File: config.mk
export PLATFORM = sky130hd
export DESIGN_NAME = uart_frame_tx
export DESIGN_NICKNAME = d
export VERILOG_FILES = /design/src/rtl/uft_pkg.sv /design/src/rtl/uft_mode_decode.sv /design/src/rtl/uft_parity.sv /design/src/rtl/uft_shift_ctrl.sv /design/src/rtl/uart_frame_tx.sv
export SDC_FILE = /design/constraint.sdc
export NUM_CORES = 1
export LEC_CHECK = 0
export CORE_UTILIZATION = 55
export CTS_BUF_LIST = sky130_fd_sc_hd__clkbuf_16
export CTS_CLUSTER_DIAMETER = 80
export DETAILED_ROUTE_END_ITERATION = 7
export GPL_TIMING_DRIVEN = 0
export PLACE_DENSITY = 0.92
export SLEW_MARGIN = 20
export SYNTH_ARGS = -nofsm -noshare
export SYNTH_HDL_FRONTEND = slang
export SYNTH_SLANG_ARGS = --single-unit
File: constraint.sdc
create_clock -name clk -period 2.65 [get_ports clk]
set_clock_uncertainty 0.1 [all_clocks]
set_input_delay 0.3975 -clock clk [delete_from_list [all_inputs] [get_ports clk]]
set_output_delay 0.3975 -clock clk [all_outputs]
set_load 0.02 [all_outputs]
File: src/rtl/uft_pkg.sv
`timescale 1ns/1ps
package uft_pkg;

  typedef enum logic [2:0] {
    ST_IDLE,
    ST_PEND,
    ST_START,
    ST_DATA,
    ST_PAR,
    ST_STOP
  } tx_state_e;

  typedef enum logic [1:0] {
    PK_EVEN = 2'b00,
    PK_ODD  = 2'b01,
    PK_ZERO = 2'b10,
    PK_ONE  = 2'b11
  } par_kind_e;

  // len_trim: how many bits below the full width the character is (0, 1 or 2)
  typedef struct packed {
    logic      par_on;
    par_kind_e kind;
    logic [1:0] len_trim;
  } frame_cfg_t;

endpackage

File: src/rtl/uft_mode_decode.sv
`timescale 1ns/1ps
module uft_mode_decode
  import uft_pkg::*;
(
  input  logic [5:1]  mode,
  output frame_cfg_t  cfg
);

  always_comb begin
    cfg = '0;
    unique case (mode[2:1])
      2'b10:   cfg.len_trim = 2'd1;
      2'b11:   cfg.len_trim = 2'd2;
      default: cfg.len_trim = 2'd0;
    endcase
    cfg.par_on = ~mode[5];
    cfg.kind   = par_kind_e'(mode[4:3]);
  end

endmodule

File: src/rtl/uft_parity.sv
`timescale 1ns/1ps
module uft_parity
  import uft_pkg::*;
#(
  parameter int DATA_W = 8
) (
  input  logic [DATA_W-1:0] data,
  input  frame_cfg_t        cfg,
  output logic              par_bit
);

  logic [DATA_W-1:0] keep;
  logic              ones_odd;

  for (genvar i = 0; i < DATA_W; i++) begin : g_keep
    if (i < DATA_W - 2) begin : g_always
      assign keep[i] = 1'b1;
    end else if (i == DATA_W - 2) begin : g_seven
      assign keep[i] = (cfg.len_trim != 2'd2);
    end else begin : g_top
      assign keep[i] = (cfg.len_trim == 2'd0);
    end
  end

  assign ones_odd = ^(data & keep);

  always_comb begin
    unique case (cfg.kind)
      PK_EVEN: par_bit = ones_odd;
      PK_ODD:  par_bit = ~ones_odd;
      PK_ZERO: par_bit = 1'b0;
      default: par_bit = 1'b1;
    endcase
  end

endmodule

File: src/rtl/uft_shift_ctrl.sv
`timescale 1ns/1ps
module uft_shift_ctrl
  import uft_pkg::*;
#(
  parameter int DATA_W = 8
) (
  input  logic              clk,
  input  logic              rst,
  input  logic              tick,
  input  logic              tx_en,
  input  logic              in_valid,
  input  logic [DATA_W-1:0] in_data,
  input  frame_cfg_t        cfg,
  input  logic              par_bit,
  output logic              in_ready,
  output logic              txd
);

  localparam int CNT_W = (DATA_W > 1) ? $clog2(DATA_W) : 1;
  localparam logic [CNT_W-1:0] FULL_LAST = CNT_W'(DATA_W - 1);

  tx_state_e         state;
  logic [DATA_W-1:0] shreg;
  logic [CNT_W-1:0]  cnt;
  logic [CNT_W-1:0]  last_idx;
  logic              par_on_q;
  logic              par_q;
  logic              take;

  assign in_ready = (state == ST_IDLE) && tx_en;
  assign take     = in_valid && in_ready;

  always_ff @(posedge clk) begin
    if (rst) begin
      state    <= ST_IDLE;
      txd      <= 1'b1;
      shreg    <= '0;
      cnt      <= '0;
      last_idx <= FULL_LAST;
      par_on_q <= 1'b0;
      par_q    <= 1'b0;
    end else begin
      unique case (state)
        ST_IDLE: begin
          if (take) begin
            shreg    <= in_data;
            last_idx <= FULL_LAST - CNT_W'(cfg.len_trim);
            par_on_q <= cfg.par_on;
            par_q    <= par_bit;
            state    <= ST_PEND;
          end
        end
        ST_PEND: begin
          if (tick) begin
            txd   <= 1'b0;
            state <= ST_START;
          end
        end
        ST_START: begin
          if (tick) begin
            txd   <= shreg[0];
            shreg <= shreg >> 1;
            cnt   <= '0;
            state <= ST_DATA;
          end
        end
        ST_DATA: begin
          if (tick) begin
            if (cnt == last_idx) begin
              if (par_on_q) begin
                txd   <= par_q;
                state <= ST_PAR;
              end else begin
                txd   <= 1'b1;
                state <= ST_STOP;
              end
            end else begin
              txd   <= shreg[0];
              shreg <= shreg >> 1;
              cnt   <= cnt + 1'b1;
            end
          end
        end
        ST_PAR: begin
          if (tick) begin
            txd   <= 1'b1;
            state <= ST_STOP;
          end
        end
        default: begin
          if (tick) begin
            state <= ST_IDLE;
          end
        end
      endcase
    end
  end

endmodule

File: src/rtl/uart_frame_tx.sv
`timescale 1ns/1ps
module uart_frame_tx
  import uft_pkg::*;
#(
  parameter int DATA_W = 8
) (
  input  logic              clk,
  input  logic              rst,
  input  logic              tick,
  input  logic              tx_en,
  input  logic [5:1]        mode,
  input  logic              in_valid,
  input  logic [DATA_W-1:0] in_data,
  output logic              in_ready,
  output logic              txd
);

  frame_cfg_t cfg;
  logic       par_bit;

  uft_mode_decode u_dec (
    .mode (mode),
    .cfg  (cfg)
  );

  uft_parity #(.DATA_W(DATA_W)) u_par (
    .data    (in_data),
    .cfg     (cfg),
    .par_bit (par_bit)
  );

  uft_shift_ctrl #(.DATA_W(DATA_W)) u_ctrl (
    .clk      (clk),
    .rst      (rst),
    .tick     (tick),
    .tx_en    (tx_en),
    .in_valid (in_valid),
    .in_data  (in_data),
    .cfg      (cfg),
    .par_bit  (par_bit),
    .in_ready (in_ready),
    .txd      (txd)
  );

endmodule

==> impl_metrics.yaml <==
die:
  std_cell_rows: 15
  die_x_microns: 47.1
  pin_count: 20
  die_y_microns: 47.1
  dieArea_sq_um: 2220
  initial_core_util: 0.615
  coreArea_sq_um: 1820
cts:
  cts_setup_buffers: 0
  tritoncts: "yes"
  ctsHtreeMaxLevel: 1
  hold_buffers: 0
  cts-root-buf: "clkbuf_16"
  clk-insertion-delay-late_ns: 0.25
  clkTransAtPathRegs_ns: 0.06
  cts.sinks: 19
  cts-buffers-inserted: 3
  cts-resized-gates: 0
  clk_path_buf_depth: 2
route:
  routed_wl_microns: 2730
  wl_per_cell_microns: 15.3
  vias_per_cell: 6.03
  ant_nets: 0
  drc: 0
  dr.first_iter.drc_count: 28
  vias: 1080
  first_pass_iters: 5
synth:
  syn_avg_cell_area_sq_um: 8.48
  yosysWarnings: 0
  syn-num-nets: 151
  ys_ff_latch: 19
  synthCells: 132
  seq_area_frac_synth: 0.340
  synthDistinctLibCells: 39
  syn_area_sq_um: 1120
grt:
  grt_overflow: 0
  antenna_found_initial: 0
  grt_max_degree: 12
  grtUsageTotal: 0.284
  grt_pass1_vias: 1016
  grt_first_pass_wirelength_microns: 4290
finish:
  drive_above_1_share: 0.0909
  regArea_sq_um: 380
  design_area_sq_um: 1410
  layout.nets: 174
  nFillCells: 129
  syn2layout_area_growth_pct: 26.0
  diodes: 0
  final_common_cell: "dfxtp_1"
  final_cell_mix: "dfxtp_1 (19), clkdlybuf4s50_1 (18), nor2_1 (10)"
  multi_input_area_sq_um: 661
pwr:
  irDropWorstVdd_uv: 469
  cellPowerDensity_nw_per_um2: 559
  leakage_nw: 0.558
setup_path:
  startpoint: "u_ctrl.state[2]$_SDFFE_PP0P_"
  critPathMaxFanout: 10
  reg2reg_setup_slack_ns: 0.99
  cp.required_ns: 2.15
  r2r_start: "u_ctrl.cnt[1]$_SDFFE_PP0P_"
  slowest_stage: "clkdlybuf4s50_1"
  worstSetupPathType: "reg -> out"
  cp.arrival_ns: 1.72
  worstSetupStartpointType: "flip-flop"
  path_cells: "buf_2 -> nor3_1 -> and2_1 -> clkdlybuf4s50_1"
  cp_slowest_stage_delay_ns: 0.60
  r2r-end: "u_ctrl.txd$_SDFFE_PP1P_"
  endpoint: "in_ready"
  cp-end-kind: "output pin"
  rr_worst_depth: 5
sta:
  fin_setup_tns_ns: 0
  worstMarginPinSlew_ns: 0.495
  max-slew-margin-rel: 0.670
  clock.fmax_mhz: 452
  rsz0062_at_grt: "no"
  setup_violations: 0
  fin_crit_ns: 2.21
  fin_crit_sh: 0.835
  slew_violations: 0
  hold_viol_final: 0
placed_design:
  place.gp.congestion: 0.853
  dpl-instance-area_sq_um: 1330
  numPortBuffers: 18
  hpwl_microns: 1980
status:
  outcome: "finished clean"
job:
  cap_violations: 0
worst_hold_path:
  hold_class: "in -> reg"
cells in the mapped netlist, drive strengths merged:
library cell,count,area share
a31oi,1,0.0056
xnor2,6,0.047
and3b,1,0.0078
a21boi,1,0.0067
nor2b,8,0.045
buf,7,0.037
ha,1,0.011
a211oi,9,0.060
o21bai,2,0.013
o2bb2ai,1,0.0078
o21ai,5,0.022
and3,2,0.011
dfxtp,19,0.34
mux2i,1,0.0089
a21oi,9,0.040
a22oi,2,0.013
xnor3,2,0.040
nand2,7,0.023
a221oi,7,0.055
nor2,10,0.034
nand3b,4,0.027
inv,7,0.023
clkbuf,3,0.010
a311o,1,0.0089
nand3,1,0.0045
and2,1,0.0056
nor3b,1,0.0067
nand2b,2,0.013
a21o,3,0.020
nor3,2,0.0089
or2,2,0.011
nand4b,1,0.0078
and4,1,0.0078
a31o,2,0.016
flip-flops by register name, summed over array words and instances (netlist names):
name and flops:
u_ctrl.last_idx 2, u_ctrl.shreg 8, u_ctrl.cnt 3, u_ctrl.state 3, u_ctrl.par_on_q 1, u_ctrl.par_q 1
u_ctrl.txd 1
per-layer routing:
metal / track usage / share of wire
met5: 0 / 0
met4: 0.149 / 0.015
met3: 0.0808 / 0.046
met2: 0.472 / 0.51
met1: 0.333 / 0.43
critical path, delay by kind of cell, from the launching register on:
| kind | cells | cell delay [ns] |
|---|---|---|
| flops | 1 | 0.30 |
| simple gates | 2 | 0.41 |
| buf+inv | 2 | 0.77 |
stage by stage:
stage,utilization,setup slack (ns),hold WS (ns),power [mW],cells
floorplan,-,1.12,0.342,0.420,132
detailed placement,0.731,0.512,0.368,0.479,175
global route,0.775,0.376,0.366,0.818,179
CTS,0.775,0.434,0.338,0.789,179
finish,0.775,0.437,0.338,0.788,179
global placement,0.731,0.540,0.357,0.469,175
final cells by class:
cell class,count,area share
Multi-Input combinational cell,96,0.468
Buffer,10,0.0372
Tap cell,25,0.0222
Clock inverter,1,0.00355
Clock buffer,3,0.0532
Sequential cell,19,0.270
Timing Repair Buffer,18,0.128
Inverter,7,0.0186
worst min-delay path by stage:
stage | start | end | depth (start not counted)
floorplan | u_ctrl.shreg[0]$_SDFFE_PP0P_ | u_ctrl.shreg[0]$_SDFFE_PP0P_ | 2
global placement | u_ctrl.shreg[3]$_SDFFE_PP0P_ | u_ctrl.shreg[3]$_SDFFE_PP0P_ | 2
finish | tick | u_ctrl.state[1]$_SDFFE_PP0P_ | 2
CTS | tick | u_ctrl.state[1]$_SDFFE_PP0P_ | 2
global route | tick | u_ctrl.state[1]$_SDFFE_PP0P_ | 2
detailed placement | u_ctrl.shreg[6]$_SDFFE_PP0P_ | u_ctrl.shreg[6]$_SDFFE_PP0P_ | 2
kinds of logic after synthesis:
kind of cell             share of synthesized area
AO/OA/AOI/OAI                                0.269
AND/OR/NAND/NOR                              0.213
flip-flops                                   0.340
multiplexers                               0.00894
adder cells (fa/ha/maj)                     0.0112
XOR/XNOR                                    0.0871
buffers and inverters                       0.0704
power breakdown:
group | switching [mW] | internal [mW] | total (mW)
combinational | 0.0727 | 0.0834 | 0.156
sequential | 0.0125 | 0.306 | 0.318
clock | 0.111 | 0.202 | 0.314
total | 0.197 | 0.592 | 0.788
(Power assumes the default switching activity.)
